==> src/rtl/olp_pkg.sv <==
package olp_pkg;

  typedef enum logic [1:0] {
    ST_IDLE   = 2'd0,
    ST_LOOKUP = 2'd1,
    ST_CHECK  = 2'd2,
    ST_ISSUE  = 2'd3
  } olp_state_t;

  // control-to-datapath strobes
  typedef struct packed {
    logic capture;     // latch the accepted access
    logic learn;       // apply the lookup result
    logic burstStart;  // load the first prefetch address
    logic burstStep;   // move to the next prefetch address
  } olp_strobe_t;

endpackage

==> src/rtl/olp_ctrl.sv <==
module olp_ctrl
  import olp_pkg::*;
(
  input  logic        clk,
  input  logic        rst_n,
  input  logic        accValid,
  input  logic        rspValid,
  input  logic        pfReady,
  input  logic        pfEnable,
  input  logic        burstLast,
  output logic        accReady,
  output logic        lkpValid,
  output logic        pfValid,
  output olp_strobe_t strb
);

  olp_state_t state, stateNext;

  always_ff @(posedge clk or negedge rst_n) begin
    if (!rst_n) state <= ST_IDLE;
    else        state <= stateNext;
  end

  always_comb begin
    stateNext = state;
    unique case (state)
      ST_IDLE:   if (accValid) stateNext = ST_LOOKUP;
      ST_LOOKUP: if (rspValid) stateNext = ST_CHECK;
      ST_CHECK:  stateNext = pfEnable ? ST_ISSUE : ST_IDLE;
      ST_ISSUE:  if (pfReady && burstLast) stateNext = ST_IDLE;
      default:   stateNext = ST_IDLE;
    endcase
  end

  assign accReady = (state == ST_IDLE);
  assign lkpValid = (state == ST_LOOKUP);
  assign pfValid  = (state == ST_ISSUE);

  always_comb begin
    strb.capture    = (state == ST_IDLE) && accValid;
    strb.learn      = (state == ST_LOOKUP) && rspValid;
    strb.burstStart = (state == ST_CHECK) && pfEnable;
    strb.burstStep  = (state == ST_ISSUE) && pfReady && !burstLast;
  end

  // an accepted access moves straight to its lookup
  a_r9_accept_to_lookup: assert property (@(posedge clk) disable iff (!rst_n)
    accValid && accReady |=> lkpValid && !accReady);

  // the lookup request waits for its response
  a_r3_lookup_hold: assert property (@(posedge clk) disable iff (!rst_n)
    lkpValid && !rspValid |=> lkpValid);

  // the last accepted prefetch frees the engine
  a_r9_burst_release: assert property (@(posedge clk) disable iff (!rst_n)
    pfValid && pfReady && burstLast |=> accReady && !pfValid);

endmodule

==> src/rtl/olp_dpath.sv <==
module olp_dpath
  import olp_pkg::*;
#(
  parameter int ADDR_W    = 32,
  parameter int LINE_LOG2 = 6,
  parameter int TAG_W     = 16,
  parameter int OFF_W     = 8,
  parameter int N_OFF     = 16,
  parameter bit NEG_EN    = 1'b0,
  parameter int SCORE_MAX = 31,
  parameter int ROUND_MAX = 100,
  parameter int BAD_SCORE = 1,
  parameter int DEGREE    = 1
) (
  input  logic                     clk,
  input  logic                     rst_n,
  input  olp_strobe_t              strb,
  input  logic [ADDR_W-1:0]        accAddr,
  input  logic                     rspHit,
  output logic [TAG_W-1:0]         lkpTag,
  output logic signed [OFF_W-1:0]  bestOffset,
  output logic                     pfEnable,
  output logic [ADDR_W-1:0]        pfAddr,
  output logic                     burstLast
);

  localparam int PTR_W   = (N_OFF > 1) ? $clog2(N_OFF) : 1;
  localparam int SCORE_W = $clog2(SCORE_MAX + 1);
  localparam int RND_W   = $clog2(ROUND_MAX + 1);
  localparam int CNT_W   = $clog2(DEGREE + 1);
  localparam int SEARCH  = 1024;

  // n-th candidate: smooth numbers over {2,3,5}, optionally paired with negatives
  function automatic int offsetAt(input int idx);
    int want, seen, found, m;
    want  = NEG_EN ? idx / 2 : idx;
    seen  = -1;
    found = 1;
    for (int n = 1; n <= SEARCH && seen < want; n++) begin
      m = n;
      for (int r = 0; r < 10; r++) if (m % 2 == 0) m = m / 2;
      for (int r = 0; r < 7;  r++) if (m % 3 == 0) m = m / 3;
      for (int r = 0; r < 5;  r++) if (m % 5 == 0) m = m / 5;
      if (m == 1) begin
        seen++;
        if (seen == want) found = n;
      end
    end
    return (NEG_EN && (idx % 2 == 1)) ? -found : found;
  endfunction

  function automatic logic [TAG_W-1:0] tagOf(input logic [ADDR_W-1:0] a);
    return TAG_W'(a >> LINE_LOG2);
  endfunction

  logic signed [OFF_W-1:0] offTab [N_OFF];

  for (genvar k = 0; k < N_OFF; k++) begin : g_off
    localparam int OFF_VAL = offsetAt(k);
    assign offTab[k] = OFF_W'(OFF_VAL);
  end

  logic [ADDR_W-1:0]   baseAddr;
  logic [PTR_W-1:0]    ptr;
  logic [RND_W-1:0]    round;
  logic [SCORE_W-1:0]  scores [N_OFF];
  logic [SCORE_W-1:0]  bestScore;
  logic [PTR_W-1:0]    phaseIdx;
  logic signed [OFF_W-1:0] bestOff;
  logic                enable;
  logic [ADDR_W-1:0]   pfAddrQ;
  logic [CNT_W-1:0]    burstCnt;

  // lookup tag: back to byte domain, subtract, re-extract
  logic signed [ADDR_W-1:0] curOffExt;
  logic [ADDR_W-1:0]        lkpByte;
  assign curOffExt = ADDR_W'(offTab[ptr]);
  assign lkpByte   = (ADDR_W'(tagOf(baseAddr)) << LINE_LOG2) - (curOffExt << LINE_LOG2);
  assign lkpTag    = tagOf(lkpByte);

  // learning update
  logic [SCORE_W-1:0] curScore, bumped, nb;
  logic [PTR_W-1:0]   np, ptrNext;
  logic [RND_W-1:0]   roundNext;
  logic               wrap, reeval;

  always_comb begin
    curScore  = scores[ptr];
    bumped    = (curScore == SCORE_W'(SCORE_MAX)) ? curScore : curScore + SCORE_W'(1);
    nb        = bestScore;
    np        = phaseIdx;
    if (rspHit && (bumped > bestScore)) begin
      nb = bumped;
      np = ptr;
    end
    wrap      = (ptr == PTR_W'(N_OFF - 1));
    ptrNext   = wrap ? '0 : ptr + PTR_W'(1);
    roundNext = wrap ? round + RND_W'(1) : round;
    reeval    = (nb >= SCORE_W'(SCORE_MAX)) || (roundNext >= RND_W'(ROUND_MAX));
  end

  // prefetch step in bytes
  logic signed [ADDR_W-1:0] bestOffExt;
  logic [ADDR_W-1:0]        stepAddr;
  assign bestOffExt = ADDR_W'(bestOff);
  assign stepAddr   = bestOffExt << LINE_LOG2;

  always_ff @(posedge clk or negedge rst_n) begin
    if (!rst_n) begin
      baseAddr  <= '0;
      ptr       <= '0;
      round     <= '0;
      bestScore <= '0;
      phaseIdx  <= '0;
      bestOff   <= OFF_W'(1);
      enable    <= 1'b0;
      pfAddrQ   <= '0;
      burstCnt  <= '0;
      for (int k = 0; k < N_OFF; k++) scores[k] <= '0;
    end else begin
      if (strb.capture) baseAddr <= accAddr;
      if (strb.learn) begin
        if (rspHit) scores[ptr] <= bumped;
        ptr <= ptrNext;
        if (reeval) begin
          round <= '0;
          if (int'(nb) > BAD_SCORE) begin
            bestOff <= offTab[np];
            enable  <= 1'b1;
          end else begin
            enable  <= 1'b0;
          end
          for (int k = 0; k < N_OFF; k++) scores[k] <= '0;
          bestScore <= '0;
          phaseIdx  <= '0;
        end else begin
          round     <= roundNext;
          bestScore <= nb;
          phaseIdx  <= np;
        end
      end
      if (strb.burstStart) begin
        pfAddrQ  <= baseAddr + stepAddr;
        burstCnt <= CNT_W'(1);
      end else if (strb.burstStep) begin
        pfAddrQ  <= pfAddrQ + stepAddr;
        burstCnt <= burstCnt + CNT_W'(1);
      end
    end
  end

  assign bestOffset = bestOff;
  assign pfEnable   = enable;
  assign pfAddr     = pfAddrQ;
  assign burstLast  = (burstCnt == CNT_W'(DEGREE));

  // pointer steps by one per learned access
  a_r2_ptr_step: assert property (@(posedge clk) disable iff (!rst_n)
    strb.learn && (ptr != PTR_W'(N_OFF - 1)) |=> ptr == $past(ptr) + PTR_W'(1));

  // pointer wraps after the last candidate
  a_r2_ptr_wrap: assert property (@(posedge clk) disable iff (!rst_n)
    strb.learn && (ptr == PTR_W'(N_OFF - 1)) |=> ptr == '0);

  // decision outputs move only on a learning update
  a_r6_stable_between: assert property (@(posedge clk) disable iff (!rst_n)
    !strb.learn |=> $stable(bestOffset) && $stable(pfEnable));

endmodule

==> src/rtl/offset_learn_engine.sv <==
module offset_learn_engine
  import olp_pkg::*;
#(
  parameter int ADDR_W    = 32,
  parameter int LINE_LOG2 = 6,
  parameter int TAG_W     = 16,
  parameter int OFF_W     = 8,
  parameter int N_OFF     = 16,
  parameter bit NEG_EN    = 1'b0,
  parameter int SCORE_MAX = 31,
  parameter int ROUND_MAX = 100,
  parameter int BAD_SCORE = 1,
  parameter int DEGREE    = 1
) (
  input  logic                    clk,
  input  logic                    rst_n,
  input  logic                    accValid,
  input  logic [ADDR_W-1:0]       accAddr,
  output logic                    accReady,
  output logic                    lkpValid,
  output logic [TAG_W-1:0]        lkpTag,
  input  logic                    rspValid,
  input  logic                    rspHit,
  output logic signed [OFF_W-1:0] bestOffset,
  output logic                    pfEnable,
  output logic                    pfValid,
  output logic [ADDR_W-1:0]       pfAddr,
  input  logic                    pfReady
);

  olp_strobe_t strb;
  logic        burstLast;

  olp_ctrl u_ctrl (
    .clk       (clk),
    .rst_n     (rst_n),
    .accValid  (accValid),
    .rspValid  (rspValid),
    .pfReady   (pfReady),
    .pfEnable  (pfEnable),
    .burstLast (burstLast),
    .accReady  (accReady),
    .lkpValid  (lkpValid),
    .pfValid   (pfValid),
    .strb      (strb)
  );

  olp_dpath #(
    .ADDR_W    (ADDR_W),
    .LINE_LOG2 (LINE_LOG2),
    .TAG_W     (TAG_W),
    .OFF_W     (OFF_W),
    .N_OFF     (N_OFF),
    .NEG_EN    (NEG_EN),
    .SCORE_MAX (SCORE_MAX),
    .ROUND_MAX (ROUND_MAX),
    .BAD_SCORE (BAD_SCORE),
    .DEGREE    (DEGREE)
  ) u_dpath (
    .clk        (clk),
    .rst_n      (rst_n),
    .strb       (strb),
    .accAddr    (accAddr),
    .rspHit     (rspHit),
    .lkpTag     (lkpTag),
    .bestOffset (bestOffset),
    .pfEnable   (pfEnable),
    .pfAddr     (pfAddr),
    .burstLast  (burstLast)
  );

  // a stalled prefetch address is held
  a_r8_hold_on_stall: assert property (@(posedge clk) disable iff (!rst_n)
    pfValid && !pfReady |=> pfValid && $stable(pfAddr));

endmodule

==> config.mk <==
export PLATFORM = sky130hd
export DESIGN_NAME = offset_learn_engine
export DESIGN_NICKNAME = d
export VERILOG_FILES = /design/src/rtl/olp_pkg.sv /design/src/rtl/olp_ctrl.sv /design/src/rtl/olp_dpath.sv /design/src/rtl/offset_learn_engine.sv
export SDC_FILE = /design/constraint.sdc
export NUM_CORES = 1
export LEC_CHECK = 0
export BUFFER_PORTS_ARGS = -buffer_cell sky130_fd_sc_hd__buf_4
export CORE_UTILIZATION = 45
export CTS_BUF_LIST = sky130_fd_sc_hd__clkbuf_4 sky130_fd_sc_hd__clkbuf_8 sky130_fd_sc_hd__clkbuf_16
export CTS_CLUSTER_DIAMETER = 80
export DETAILED_ROUTE_END_ITERATION = 16
export SLEW_MARGIN = 20
export SYNTH_ARGS = -nofsm -noshare
export SYNTH_HDL_FRONTEND = slang
export SYNTH_SLANG_ARGS = --single-unit
==> constraint.sdc <==
create_clock -name clk -period 11.73 [get_ports clk]
set_input_delay 1.7595 -clock clk [delete_from_list [all_inputs] [get_ports clk]]
set_output_delay 1.7595 -clock clk [all_outputs]
set_load 0.01 [all_outputs]
=== Word level (Yosys, flattened, before mapping) ===
Memories as Yosys holds them, arrays and structs flattened. A register that Yosys moved wholly into a read port is not among the register bits.
Cells that the tools add are included.

* Register bits: 168
* Latch bits: 0
* RAM bits: 0
* Memory bits (read-only): 256
* Logic and storage cells: 96
* Memories: 2

* Add/sub/neg operators: 7
* Multipliers: 0
* Div/mod/pow operators: 0
* $lt $le $gt $ge: 6
* Eq/ne operators: 8
* Shifts and indexed selects: 0
* Multiplexer cells: 28
* Bitwise operators: 2
* Reductions and logical operators: 18

{| class="wikitable"
|+ Memories
! memory !! words !! bits a word !! read ports !! clocked after memory_dff !! write ports !! RTL line !! RTL
|-
| (no name shown) || 16 || 8 || 1 || 1 || 0 || olp_dpath.sv:128 || <nowiki>bestOff <= offTab[np];</nowiki>
|-
| (no name shown) || 16 || 8 || 1 || 0 || 0 || olp_dpath.sv:77 || <nowiki>assign curOffExt = ADDR_W'(offTab[ptr]);</nowiki>
|}

{| class="wikitable"
|+ Operators with widths
! cell !! number
|-
| two-way mux 80 bit || 2
|-
| bitwise mux 80 bit || 1
|-
| adder 32 bit || 2
|-
| two-way mux 32 bit || 2
|-
| two-way mux 5 bit || 6
|-
| subtractor 22 x 14 -> 22 bit || 1
|-
| binary-select mux 5 bit (select 4 bit) || 1
|-
| demux 5 bit (select 4 bit) || 1
|-
| two-way mux 8 bit || 2
|-
| two-way mux 7 bit || 2
|-
| two-way mux 4 bit || 3
|-
| >= comparator 5 bit (second input constant) || 2
|-
| NOT 4 -> 5 bit || 2
|-
| logical AND 1 bit || 8
|-
| two-way mux 2 bit || 4
|-
| case mux 2 bit (4 select lines) || 1
|-
| adder 7 x 1 -> 7 bit (second input constant) || 1
|-
| >= comparator 7 bit (second input constant) || 1
|-
| AND reduction 3 bit || 2
|-
| adder 5 x 1 -> 5 bit (second input constant) || 1
|-
| equality test 5 bit (second input constant) || 1
|-
| > comparator 5 x 1 -> 1 bit (second input constant) || 1
|-
| > comparator 5 bit || 1
|-
| less-than comparator 5 x 1 -> 1 bit (second input constant) || 1
|-
| other kinds (13) || 20
|}

=== Longest topological paths before layout ===
* Word-level depth: 13
* Mapped depth: 25
* Depth with buffers taken out: 20

=== Cells and area by module ===
From an unflattened synthesis, not the netlist that was laid out.

* Cell total of the unflattened synthesis: 971
* Area, all modules: 9776.9 µm²

{| class="wikitable"
|+ By module, submodules not included
! module !! times used !! cells an instance !! area each (µm²)
|-
| olp_dpath || 1 || 957 || 9636.7
|-
| olp_ctrl || 1 || 14 || 140.1
|}

=== Least setup slack after synthesis ===
No wires, ideal clock.

* Path kind: flip-flop to flip-flop
* Start point: reg u_dpath.ptr[1]
* End point: reg u_dpath.bestOff[0] (netlist: u_dpath.bestOffset[0])
* Arrival: 5.273 ns
* Data required time: 11.645 ns
* Path slack: 6.373 ns
* Cell stages (with the launch flop): 26
* Clock period less this slack: 5.357 ns
* Path through: dfrtp_1 -> buf_6 -> buf_6 -> buf_2 -> mux4_2 -> a22oi_1 -> nand2_2 -> ha_1 -> nand2_1 -> o32a_1 -> nor3_4 -> mux2i_1 -> inv_1 -> clkbuf_1 -> ha_1 -> nor2b_1 -> o31ai_1 -> a211o_1 -> clkbuf_1 -> mux2i_1 -> inv_1 -> ha_1 -> mux2_2 -> nor2_1 -> a21oi_1 -> mux2_1

* Longest elaborated chain between the ends: 12
* Elaborated cells between the ends (all ways): 19
* Those cells by class: add/sub: 1; order compare: 4; eq/ne: 2; mux: 7; bitwise: 2; reduce/logical: 3

{| class="wikitable"
|+ RTL lines
! element !! RTL line !! RTL
|-
| start: declaration || olp_dpath.sv:64 || <nowiki>logic [PTR_W-1:0] ptr;</nowiki>
|-
| start signal: assignment || olp_dpath.sv:124 || <nowiki>ptr <= ptrNext;</nowiki>
|-
| NOT 4 -> 5 bit (not written as such) || olp_dpath.sv:88 || <nowiki>curScore = scores[ptr];</nowiki>
|-
| binary-select mux 5 bit (select 4 bit) || olp_dpath.sv:88 ||
|-
| two-way mux 5 bit (not written as such) (2 in a row) || olp_dpath.sv:88 ||
|-
| adder 5 x 1 -> 5 bit / equality test 5 bit (equally long branches) || olp_dpath.sv:89 || <nowiki>bumped = (curScore == SCORE_W'(SCORE_MAX)) ? curScore : curScore + SCORE_W'(1);</nowiki>
|-
| two-way mux 5 bit || olp_dpath.sv:89 ||
|-
| > comparator 5 bit || olp_dpath.sv:92 || <nowiki>if (rspHit && (bumped > bestScore)) begin</nowiki>
|-
| logical AND 1 bit || olp_dpath.sv:92 ||
|-
| two-way mux 5 bit || olp_dpath.sv:92 ||
|-
| >= comparator 5 bit || olp_dpath.sv:99 || <nowiki>reeval = (nb >= SCORE_W'(SCORE_MAX)) || (roundNext >= RND_W'(ROUND_MAX));</nowiki>
|-
| logical OR 1 bit || olp_dpath.sv:99 ||
|-
| AND reduction 3 bit (no source line) || - ||
|-
| end: declaration || olp_dpath.sv:69 || <nowiki>logic signed [OFF_W-1:0] bestOff;</nowiki>
|}

Several ways; a longest one is shown, not always the timed one. The select of a mux whose other input is x is not followed.
A chain may end at the register's enable or synchronous reset.

=== Final worst setup path ===
* Start point: reg u_dpath.ptr[3]
* End point: reg u_dpath.scores[65] (netlist bit)

* Longest elaborated chain between the ends: 13
* Elaborated cells between the ends (all ways): 25
* Those cells by class: add/sub: 1; order compare: 5; eq/ne: 2; mux: 11; bitwise: 1; reduce/logical: 5

{| class="wikitable"
|+ RTL lines
! element !! RTL line !! RTL
|-
| NOT 4 -> 5 bit (not written as such) || olp_dpath.sv:88, olp_dpath.sv:123 ||
|-
| binary-select mux 5 bit (select 4 bit) || olp_dpath.sv:88 ||
|-
| two-way mux 5 bit (not written as such) (2 in a row) || olp_dpath.sv:88 ||
|-
| adder 5 x 1 -> 5 bit / equality test 5 bit (equally long branches) || olp_dpath.sv:89 ||
|-
| two-way mux 5 bit || olp_dpath.sv:89 ||
|-
| > comparator 5 bit || olp_dpath.sv:92 ||
|-
| logical AND 1 bit || olp_dpath.sv:92 ||
|-
| two-way mux 5 bit || olp_dpath.sv:92 ||
|-
| >= comparator 5 bit || olp_dpath.sv:99 ||
|-
| logical OR 1 bit || olp_dpath.sv:99 ||
|-
| nonzero test 2 bit (no source line) || - ||
|-
| AND reduction 2 bit (no source line) || - ||
|-
| end signal: indexed assignment || olp_dpath.sv:123 || <nowiki>if (rspHit) scores[ptr] <= bumped;</nowiki>
|-
| end: declaration || olp_dpath.sv:66 || <nowiki>logic [SCORE_W-1:0] scores [N_OFF];</nowiki>
|}

Several ways; a longest one is shown, not always the timed one. The select of a mux whose other input is x is not followed.

==> metrics <==
n_diodes 0; RSZ-0062 raised after global routing no; Switching Fraction 43.8%; Clock Sinks ~170; CP Buf/Inv Count 1; Slew HR 29.9%; Post-CTS Setup Inserts 0; Post-Place Cell Area between 10000 and 15000 um2; num rows 54; leak pwr 0.00498 uW; Setup Skew 11.8 ps; GPL Wtd Cong a little over 0.8; H-tree depth 4; synthesized instance count 970; # nets final 1099; EDFF count, synth 0; # hold bufs at CTS 0; setup total negative slack 0 ps; Final Util a little over half; Tightest Hold Check Type flop to flop; CP delay by family, top simple AND/OR/NAND/NOR gates; clk root buf clkbuf_16; GRT Resource Usage Total 23.6%; Pwr Density around 290 nW/um2; Crit-path slowest cell dfrtp_1; Iteration-0 DRC Markers 470; core footprint 21900 um2; YS warnings 0; Syn Area/Cell 10.4 um2; gr ovfl total 0; Die Footprint 23000 um2; TritonRoute pass-1 iters 5; share of layout cells above drive strength 1 21.4%; io pins 98; total number of vias 7849; WL/cell 19.8 um; max-cap violation count 0; Cell variety after synth 75; Inst Count DP between 1000 and 1500; Final period util 55.2%; Worst EP required 12050 ps; Final Max Tran Viols 0; fin cells 1325; area grow syn2layout 13.9%; antenna violations before repair 0; final hold slack 467 ps; # DRC 0; startpoint types flop; CTS Buf Count 17; Worst-Skew Late Latency roughly 430 ps; DRT antenna net count 0; Worst Tran Pin Value 1050 ps; CTS tree yes; post-DP HPWL 18300 um; combinational power share 51.8%; post-synthesis sequential area ratio 42.9%; worst-path cell chain nor2b_1 > a22oi_1 > nand2_1 > ha_1 > nand2_1 > o32a_1 > nor3_4 > mux2i_1 > inv_1 > ha_1 > nor2b_1 > o31ai_1 > a211oi_1 > nor2_1 > a211oi_2 > and3_4 > nor2_1 > a32o_1; clock period minus worst slack around 6500 ps; initial core utilization between 40% and 50%; Peak supply drop 0.119 mV; sequential power share 31.1%; Die H 152 um; Syn Std Cell Area around 10000 um2; arrival time worst endpoint 6800 ps; Worst-path clk slew roughly 70 ps; CTS resizes 0; Clk pwr share 17.1%; Synth Register Bits between 150 and 200; vias per inst 5.92; Die Wd 152 um; Max FO, Critical Path 22; r2r setup slk 5250 ps; clock buffer depth 2; outcome completed; CP peak stage delay between 700 and 800 ps; Crit Path Category flop to flop; final hold violations 0; internal power 1850 uW; CP Capture Type flop; port bufs 94; WL final about 26000 um; global-route wire length before repair 41700 um; largest net degree at the start of global routing 69; asr flop ratio synth 100%; Max Fclk 0.154 GHz; design area 11500 um2; Net Sw Power roughly 1400 uW; Main synth FF type dfrtp_1; vias in the first global route 7479; setup violators final 0
-- power by group through the flow --
stage	combinational (uW)	sequential, uW	clock [uW]
finish	1700	1020	562
global route	1880	1050	596
CTS	1700	1020	574
detailed placement	1700	1030	0
global placement	1670	1030	0
floorplan	1250	950	0
-- sequential cells by signal, summed over array words and instances (netlist names) --
register	cells
u_ctrl.state	2
u_dpath.phaseIdx	4
u_dpath.burstLast	1
u_dpath.pfAddr	32
u_dpath.scores	80
u_dpath.baseAddr	32
u_dpath.ptr	4
u_dpath.bestOffset	5
u_dpath.pfEnable	1
u_dpath.bestScore	5
u_dpath.round	7
-- logic make-up (layout without fill, tap and decap cells) --
family / after synthesis / after routing / synth area share [%]
xor gates and xnor gates: 53 / 53 / 4.60
AOI/OAI and AO/OA: 239 / 239 / 20.3
buffers and inverters: 89 / 162 / 4.17
and+or+nand+nor: 305 / 305 / 13.9
DFF: 173 / 173 / 42.9
other: 1 / 3 / 0.0372
adders and majority gates: 29 / 29 / 3.75
muxes: 81 / 81 / 10.3
-- metal layers --
metal / up-vias / share of wire (%) / global-route usage, % / wire length, um
met4: 0 / 1.7 / 6.49 / 449
met5: - / 0 / 0 / 0
met3: 26 / 5.0 / 4.07 / 1300
met1: 3945 / 47 / 33.4 / 12300
met2: 201 / 46 / 37.2 / 12200
li1: 3677 / - / - / -
-- through the flow --
| stage | power [uW] | worst slack, ps |
|---|---|---|
| after floorplan | 2200 | 6370 |
| after global placement | 2700 | 5650 |
| after detailed placement | 2730 | 5360 |
| after CTS | 3300 | 5320 |
| after global routing | 3530 | 4780 |
| final | 3290 | 5250 |
-- worst min-delay path, stage by stage (launching register included) --
cell and delay, ps:
dfrtp_1 340, nand2_1 50, nand2_1 50
-- synth_stat cells (8+ instances only) --
cell | instances | area, um2
clkbuf_1 | 34 | 128
nand4_1 | 9 | 56.3
ha_1 | 27 | 338
a21oi_1 | 42 | 210
a21o_1 | 8 | 60.1
o2bb2ai_1 | 26 | 228
inv_1 | 25 | 93.8
mux2_2 | 38 | 428
a22o_1 | 36 | 315
xnor2_1 | 19 | 166
nor2_1 | 81 | 304
buf_2 | 12 | 60.1
nand2_1 | 110 | 413
and2_1 | 8 | 50.1
a32o_1 | 27 | 270
dfrtp_1 | 172 | 4300
nor3_1 | 19 | 95.1
mux2i_1 | 22 | 220
o21ai_0 | 22 | 110
mux4_2 | 14 | 315
xor2_1 | 34 | 298
and3_1 | 11 | 68.8
nand3_1 | 34 | 170
o31ai_4 | 14 | 298
-- layout by cell type, fill, tap and decap left out, types with 4 or more instances in the layout --
| cell type | n |
|---|---|
| and2_1 | 7 |
| o21ai_0 | 22 |
| nor3_1 | 18 |
| a31oi_1 | 4 |
| a21oi_1 | 42 |
| and3_1 | 11 |
| nor2b_1 | 7 |
| a32o_1 | 27 |
| o31ai_4 | 14 |
| dfrtp_1 | 172 |
| a22o_1 | 36 |
| nand3_1 | 34 |
| nor2_1 | 81 |
| o2bb2ai_1 | 26 |
| nand2b_1 | 7 |
| inv_1 | 25 |
| clkinvlp_4 | 6 |
| mux4_2 | 14 |
| a22oi_1 | 5 |
| o31ai_2 | 7 |
| nand2_1 | 110 |
| o21ai_1 | 5 |
| mux2_1 | 7 |
| xnor2_1 | 19 |
| buf_4 | 104 |
| mux2_2 | 38 |
| nand4_1 | 9 |
| clkbuf_16 | 17 |
| xor2_1 | 34 |
| o31ai_1 | 6 |
| mux2i_1 | 22 |
| a21o_1 | 8 |
| ha_1 | 27 |
-- area by class of cell --
class / instances / area (um2)
clock buffer: 21 / 468
fill: 1972 / 10400
sequential: 173 / 4330
multi-input combinational: 710 / 5350
timing repair buffer: 105 / 792
inverter: 25 / 93.8
tap: 280 / 350
clock inverter: 11 / 109
-- worst paths after layout --
path,depth (start not counted),startpoint,endpoint
setup / recovery,18,u_dpath.ptr[3],u_dpath.scores[65]
hold / removal,2,u_dpath.baseAddr[5],u_dpath.pfAddr[5]
setup reg to reg,18,u_dpath.ptr[3],u_dpath.scores[65]
hold reg to reg,2,u_dpath.baseAddr[5],u_dpath.pfAddr[5]
max in group asynchronous,3,rst_n,u_dpath.scores[73]
min in group asynchronous,1,rst_n,u_dpath.pfAddr[4]
No activity file was read; power rests on OpenSTA's default activity.
